$ cat src/rtl/medmaj_pkg.sv
package medmaj_pkg;

    localparam int TAPS = 9;
    localparam int ROWS = 3;

    typedef enum logic {
        DEC_POPCOUNT = 1'b0,
        DEC_PRIORITY = 1'b1
    } dec_style_e;

    typedef struct packed {
        logic lo;
        logic mid;
        logic hi;
    } row_rank_t;

    function automatic logic maj3(input logic a, input logic b, input logic c);
        return (a & b) | (a & c) | (b & c);
    endfunction

    function automatic logic and3(input logic a, input logic b, input logic c);
        return maj3(maj3(a, b, 1'b0), c, 1'b0);
    endfunction

    function automatic logic or3(input logic a, input logic b, input logic c);
        return maj3(maj3(a, b, 1'b1), c, 1'b1);
    endfunction

    function automatic row_rank_t rank_row(input logic [2:0] r);
        row_rank_t o;
        o.lo  = and3(r[0], r[1], r[2]);
        o.mid = maj3(r[0], r[1], r[2]);
        o.hi  = or3(r[0], r[1], r[2]);
        return o;
    endfunction

endpackage

$ cat src/rtl/medmaj_therm_enc.sv
module medmaj_therm_enc #(
    parameter int SAMPLE_W = 4,
    localparam int TW = 2 ** SAMPLE_W
) (
    input  logic [SAMPLE_W-1:0] value,
    output logic [TW-1:0]       therm
);
    for (genvar j = 0; j < TW; j++) begin : g_bit
        localparam logic [SAMPLE_W:0] THRESH = (SAMPLE_W + 1)'(j);
        assign therm[j] = ({1'b0, value} > THRESH);
    end
endmodule

$ cat src/rtl/medmaj_column_vote.sv
module medmaj_column_vote
    import medmaj_pkg::*;
(
    input  logic [TAPS-1:0] col_bits,
    output logic            vote
);
    row_rank_t rank [ROWS];

    for (genvar r = 0; r < ROWS; r++) begin : g_row
        assign rank[r] = rank_row(col_bits[3*r +: 3]);
    end

    logic best_lo, mid_mid, worst_hi;

    // Rows ranked, then the three column extremes, then a final vote.
    assign best_lo  = or3(rank[0].lo, rank[1].lo, rank[2].lo);
    assign mid_mid  = maj3(rank[0].mid, rank[1].mid, rank[2].mid);
    assign worst_hi = and3(rank[0].hi, rank[1].hi, rank[2].hi);
    assign vote     = maj3(best_lo, mid_mid, worst_hi);
endmodule

$ cat src/rtl/medmaj_therm_dec.sv
module medmaj_therm_dec
    import medmaj_pkg::*;
#(
    parameter int         SAMPLE_W = 4,
    parameter dec_style_e STYLE    = DEC_POPCOUNT,
    localparam int TW = 2 ** SAMPLE_W
) (
    input  logic [TW-1:0]       therm,
    output logic [SAMPLE_W-1:0] value
);
    if (STYLE == DEC_POPCOUNT) begin : g_count
        logic [SAMPLE_W:0] total;
        always_comb begin
            total = '0;
            for (int i = 0; i < TW; i++) begin
                total = total + (SAMPLE_W + 1)'(therm[i]);
            end
        end
        assign value = total[SAMPLE_W-1:0];
    end else begin : g_prio
        always_comb begin
            value = '0;
            for (int i = 0; i < TW - 1; i++) begin
                if (therm[i]) value = SAMPLE_W'(i + 1);
            end
        end
    end
endmodule

$ cat src/rtl/median9_vote.sv
module median9_vote
    import medmaj_pkg::*;
#(
    parameter int         SAMPLE_W  = 4,
    parameter dec_style_e DEC_STYLE = DEC_POPCOUNT,
    localparam int TW  = 2 ** SAMPLE_W,
    localparam int WIN = TAPS * SAMPLE_W
) (
    input  logic                clk,
    input  logic                rst,
    input  logic                in_valid,
    input  logic [WIN-1:0]      in_window,
    output logic                med_valid,
    output logic [SAMPLE_W-1:0] med_value,
    output logic [TW-1:0]       med_therm
);
    logic [WIN-1:0] win_q;
    logic           vld_q;

    always_ff @(posedge clk) begin
        if (rst) begin
            win_q <= '0;
            vld_q <= 1'b0;
        end else begin
            vld_q <= in_valid;
            if (in_valid) win_q <= in_window;
        end
    end

    logic [TAPS-1:0][TW-1:0] enc;
    logic [TW-1:0][TAPS-1:0] cols;
    logic [TW-1:0]           votes;

    for (genvar k = 0; k < TAPS; k++) begin : g_tap
        medmaj_therm_enc #(.SAMPLE_W(SAMPLE_W)) u_enc (
            .value (win_q[SAMPLE_W*k +: SAMPLE_W]),
            .therm (enc[k])
        );
        for (genvar j = 0; j < TW; j++) begin : g_route
            assign cols[j][k] = enc[k][j];
        end
    end

    for (genvar j = 0; j < TW; j++) begin : g_col
        medmaj_column_vote u_vote (
            .col_bits (cols[j]),
            .vote     (votes[j])
        );
    end

    medmaj_therm_dec #(.SAMPLE_W(SAMPLE_W), .STYLE(DEC_STYLE)) u_dec (
        .therm (votes),
        .value (med_value)
    );

    assign med_therm = votes;
    assign med_valid = vld_q;
endmodule

$ cat config.mk
export PLATFORM = sky130hd
export DESIGN_NAME = median9_vote
export DESIGN_NICKNAME = d
export VERILOG_FILES = /design/src/rtl/medmaj_pkg.sv /design/src/rtl/medmaj_therm_enc.sv /design/src/rtl/medmaj_column_vote.sv /design/src/rtl/medmaj_therm_dec.sv /design/src/rtl/median9_vote.sv
export SDC_FILE = /design/constraint.sdc
export NUM_CORES = 1
export LEC_CHECK = 0
export BUFFER_PORTS_ARGS = -buffer_cell sky130_fd_sc_hd__buf_2
export CORE_ASPECT_RATIO = 0.8
export CORE_MARGIN = 3
export CORE_UTILIZATION = 54
export DETAILED_ROUTE_END_ITERATION = 8
export PLACE_DENSITY = 0.77
export SLEW_MARGIN = 20
export SYNTH_ARGS = -nofsm -noshare
export SYNTH_HDL_FRONTEND = slang
export SYNTH_SLANG_ARGS = --single-unit
$ cat constraint.sdc
create_clock -name clk -period 5 [get_ports clk]
set_input_delay 0.25 -clock clk [delete_from_list [all_inputs] [get_ports clk]]
set_output_delay 0.25 -clock clk [all_outputs]
set_load 0.01 [all_outputs]
==> results.toml, run 1 <==
[pwr]
p_int_w = 0.0006755
seqPwrFrac = 0.296
switchingPower_w = 0.0004498
switching_share = 0.3997
clock_power_share = 0.205
p_comb_frac = 0.498
leakage_nw = 2.466
ir_drop_mv = 0.1499
power.density_nw_per_um2 = 204.9

[sta]
max_freq_ghz = 0.1845
whs_ps = 180.7
tightest_slew_ps = 1104
setup_ws_ps = -420.9
drv_slew = 0
setup_viol = 3
clock_skew_ps = 0
min_period_ps = 5421
relSlewSlack = 0.2642
finalCritPeriodShare = 1.084
rsz0062_at_grt = "yes"
setup-tns-final_ps = -1143
finalHoldViolations = 0

[logic_synthesis]
synthArstFlopShare = 0
synthFlopType = "dfxtp_1"
synth_warnings = 0
yosysSeqAreaShare = 0.1633
syn-instance-count = 629
synth_area_per_cell_um2 = 7.211
synth_seq_cells = 37
syn-cell-area_um2 = 4536
syn-num-nets = 683
yosysUniqueCellTypes = 63
synth_edf_count = 0

[setup_path]
critPathArrivalTime_ps = 5170
critPathRequiredTime_ps = 4750
cp-start-kind = "flip-flop"
r2r_setup_slack_ps = 4010
path_class = "flip-flop to primary output"
cp_max_fo = 6
worstSetupEndpointType = "primary output"

[status]
violations = "setup timing"
status = "finished with violations"

[drt]
route.detailed.drc = 0
viasPerCell = 6.425
vias = 5352
wirelength_um = 15890
drt_iter0_drc = 592
ant_nets = 0
drt_first_pass_iters = 5
post_drt_wl_per_cell_um = 19.07

[clocking]
cts_root_buf = "clkbuf_8"
clock_latency_ps = 300
cts_tree = "done"
cts_max_path_buffers = 2
clk_pin_slew_ps = 90
clkSinkCount = 37
numCtsBuffers = 5
cts_max_level = 2

[placed_design]
place_ws_ps = -235.4
place_hpwl_um = 12380
place_congestion = 1.117
placed_area_um2 = 5245
io_buffer_count = 58

[die]
core_area_um2 = 8055
start_util = 0.5631
fp.dieW_um = 108.5
io_pins = 60
die_area_um2 = 9542
rows = 29
dieHeight_um = 87.97

[global_route]
grt_max_degree = 38
antenna_found_initial = 0
grt_first_pass_wirelength_um = 25030
first_global_vias = 4951
grt_overflow_total = 0
gr-usage-all-layers = 0.3334

[finish]
syn2layout_area_growth_pct = 21.08
drive_gt1_frac = 0.3214
fin_area_um2 = 5492
finalNetCount = 778
n_antenna_cell = 0

[flow_run]
maxCapViolations = 0

[hold_path]
hold_class = "primary input to flip-flop"
## repair_timing
| item | 4_1_cts | 5_1_grt |
|---|---|---|
| gates resized for setup | 22 | 26 |
| hold buffers | 0 | 0 |
| pin swaps | 16 | 7 |
| endpoints found under the setup margin | 4 | 4 |
| buffers inserted | 2 | 2 |
## power groups by stage
stage          logic (W)  clock network [W]  registers (W)
2_1_floorplan   0.000322                  0       0.000331
3_3_place_gp    0.000469                  0       0.000336
3_5_place_dp    0.000488                  0       0.000338
4_1_cts         0.000536           0.000234       0.000331
5_1_grt         0.000604           0.000252       0.000336
6_report        0.000561           0.000231       0.000334
## logic make-up (layout without fill, tap and decap cells)
group / count (synthesis) / after routing / synth area share
compound gates: 156 / 156 / 0.2320
xor+xnor: 2 / 2 / 0.003863
fa+ha+maj: 53 / 53 / 0.1437
buf+inv: 89 / 185 / 0.1090
flops: 37 / 37 / 0.1633
mux: 36 / 36 / 0.07945
other cells: 1 / 1 / 0.0008268
simple gates: 255 / 255 / 0.2679
## path summary, 6_finish.rpt
path / startpoint / endpoint / cells past startpoint
worst max register to register: win_q[23] / win_q[23] / 4
worst min register to register: win_q[21] / win_q[21] / 2
worst max-delay path: win_q[25] / med_value[1] / 18
worst min-delay path: in_window[26] / win_q[26] / 3
## synth_stat cells (13+ instances only)
library cell   n  share of area
inv_1         25          0.021
buf_4         26          0.043
nand3_1       27          0.030
dfxtp_1       37           0.16
o21ai_0       31          0.034
a21o_1        14          0.023
mux2i_1       36          0.079
nand2_1       51          0.042
maj3_1        25          0.055
buf_2         26          0.029
maj3_2        13          0.032
nor2_1        88          0.073
nor3_1        25          0.028
a21oi_1       30          0.033
o22ai_1       13          0.018
## metrics by stage
stage,total power (W),instances,util
after floorplan,0.0006528,629,-
after global placement,0.0008051,821,0.6511
after detailed placement,0.0008261,821,0.6511
after CTS,0.001101,831,0.6719
after global routing,0.001193,833,0.6817
final,0.001125,833,0.6817
## worst max-delay path: stages, from the launching register on
cell	delay, ps
dfxtp_2	360
buf_4	160
a21o_1	200
and2_1	180
maj3_2	370
buf_4	170
o21ai_1	160
a21oi_2	90
o22ai_2	230
fa_1	480
fa_1	570
fa_2	470
fa_2	580
inv_2	50
ha_4	160
inv_2	50
fa_2	420
inv_1	60
buf_2	110
## registers in the layout, summed over array words and instances, names as in the netlist
name	cells
med_valid	1
win_q	36
## final cells by class
cell class	instances	area [µm²]
multi-input cells	503	3406
fillers	719	2564
repair buffers	152	1002
flip-flops and latches	37	760.7
well taps	108	135.1
inverters	25	93.84
clock buffers	5	68.82
clock inverters	3	25.02
## metal layers
metal  track usage  wire length [µm]
met4        0.1273               548
met2        0.5216              6907
met3       0.08327              1963
met1        0.4445              6469
met5             0                 0
## cells in the final DEF (no fill, tap or decap), drive strengths merged, types with 6 or more instances in the layout
master,count
nand4,10
nand3,27
nand2,52
a22o,7
inv,26
and3,7
or3,6
o22ai,13
ha,6
o21a,10
and2,11
o21ai,33
mux2i,36
a31oi,9
buf,152
nor2,88
fa,9
or2,12
a21o,14
a21oi,31
maj3,38
dfxtp,37
nor3,25
Power figures use the tool's default switching activity.
==> run 2, diff against run 1 <==
- CORE_UTILIZATION: 54 -> 55
- CTS_BUF_LIST: not set -> sky130_fd_sc_hd__clkbuf_4
- PLACE_DENSITY: 0.77 -> 0.79
- RECOVER_POWER: not set -> 50
==> results.toml, run 2 (same netlist as run 1, synthesis figures left out) <==
[global_route]
grt_overflow_total = 0
grt_max_degree = 38
first_global_vias = 5138
grt_first_pass_wirelength_um = 26830
gr-usage-all-layers = 0.3670
antenna_found_initial = 0

[sta]
whs_ps = 104.8
finalHoldViolations = 0
clock_skew_ps = 0
drv_slew = 38
min_period_ps = 5491
relSlewSlack = -0.8173
setup-tns-final_ps = -1393
finalCritPeriodShare = 1.098
setup_viol = 4
tightest_slew_ps = 2726
setup_ws_ps = -490.6
rsz0062_at_grt = "yes"
max_freq_ghz = 0.1821

[clocking]
clkSinkCount = 37
clk_pin_slew_ps = 150
cts_root_buf = "clkbuf_4"
ctsHoldBuffers = 0
cts_tree = "done"
clock_latency_ps = 350
cts_max_path_buffers = 2
numCtsBuffers = 5
cts_max_level = 2

[setup_path]
critPathRequiredTime_ps = 4750
r2r.worst_path.cells = 3
cp_max_fo = 4
path_class = "flip-flop to primary output"
reg2reg_from = "win_q[27]"
critPathArrivalTime_ps = 5240
worstSetupEndpointType = "primary output"
cp-start-kind = "flip-flop"
reg2reg_to = "win_q[27]"
r2r_setup_slack_ps = 3990

[pwr]
ir_drop_mv = 0.1756
power.density_nw_per_um2 = 196.7
leakage_nw = 2.498

[placed_design]
dp_cells = 831
place_hpwl_um = 13530
placed_area_um2 = 5339
place_congestion = 0.9834
io_buffer_count = 58

[drt]
route.detailed.drc = 0
post_drt_wl_per_cell_um = 20.11
vias = 5437
drt_first_pass_iters = 5
ant_nets = 0
viasPerCell = 6.450
wirelength_um = 16950
drt_iter0_drc = 622

[finish]
largest_register = "win_q"
syn2layout_area_growth_pct = 21.96
drive_gt1_frac = 0.3211
fin_area_um2 = 5532
final_common_cell = "buf_4"
most-common-layout-cells = "107 x buf_4, 88 x nor2_1, 54 x buf_2"
finalNetCount = 791
fin_util = 0.7177
stdcell_count = 843
n_antenna_cell = 0
largest_reg_flops = 36
n_fill_cell = 642

[status]
status = "finished with violations"
violations = "capacitance limit, slew limit, setup timing"

[hold_path]
hold_depth = 3
hp-start = "in_window[24]"
hold_class = "primary input to flip-flop"
whs_endpoint = "win_q[24]"

[die]
die_area_um2 = 9379
start_util = 0.5885
fp.dieW_um = 107.5
rows = 28
core_area_um2 = 7707
dieHeight_um = 87.23
io_pins = 60

[flow_run]
maxCapViolations = 1
[run 2: changes by cell type in the layout (fill, tap and decap cells not counted), moves of 3 or more]
cell	before	now
buf_4	94	107
buf_2	57	54
o21ai_0	26	30
clkbuf_8	5	0
dfxtp_1	21	25
clkbuf_4	0	5
o21ai_1	5	2
dfxtp_2	16	10
[run 2: timing repair]
action / CTS / global route
setup endpoints to repair: 4 / 4
setup buffers: 3 / 1
resized for setup: 23 / 15
pin swaps: 8 / 10
hold endpoints to repair: 0 / 0
[run 2: layout make-up]
class	count	area, µm²	area share
inverters	25	93.84	0.01696
well taps	105	131.4	0.02375
flip-flops and latches	37	760.7	0.1375
multi-input cells	503	3379	0.6109
clock buffers	5	37.54	0.006786
clock inverters	3	25.02	0.004524
repair buffers	165	1104	0.1995
[run 2: worst max-delay path, cell delays in order (launching register included)]
cell	delay [ps]
dfxtp_4	390
or4_4	560
nor4b_4	310
a21o_1	120
maj3_2	170
maj3_2	180
inv_2	50
ha_4	250
inv_2	30
fa_1	500
fa_2	450
fa_2	540
fa_2	430
inv_2	80
ha_4	130
inv_2	30
fa_2	520
inv_2	30
buf_6	110
[run 2: layer usage]
layer	wire length, µm	up-vias	track usage	share of wire
met2	7155	374	0.5525	0.42
met4	602	0	0.1353	0.036
met5	0	-	0	0
met3	1921	56	0.07413	0.11
li1	-	2471	-	-
met1	7273	2536	0.5185	0.43
[run 2: stage by stage]
| step | setup slack [ps] | power [W] |
|---|---|---|
| 2_1_floorplan | 19.41 | 0.0006528 |
| 3_5_place_dp | -172.5 | 0.0008382 |
| 4_1_cts | -452.4 | 0.001055 |
| 5_1_grt | -654.0 | 0.001160 |
| 6_report | -490.6 | 0.001088 |
| 3_3_place_gp | -56.10 | 0.0008222 |
[run 2: worst max path at each step]
| stage | startpoint | to | slack, ps | cells after the start |
|---|---|---|---|---|
| floorplan | win_q[27] | med_value[2] | 20 | 18 |
| global placement | win_q[31] | med_value[1] | -60 | 18 |
| detailed placement | win_q[31] | med_value[2] | -170 | 18 |
| CTS | win_q[26] | med_value[1] | -450 | 18 |
| global route | win_q[26] | med_value[1] | -650 | 18 |
| finish | win_q[26] | med_value[1] | -490 | 18 |
[run 2: report_power, final]
| group | switching [W] | internal (W) |
|---|---|---|
| Clock | 0.000126 | 0.0000575 |
| Combinational | 0.000298 | 0.000270 |
| Sequential | 0.0000234 | 0.000313 |
| Total | 0.000448 | 0.000640 |
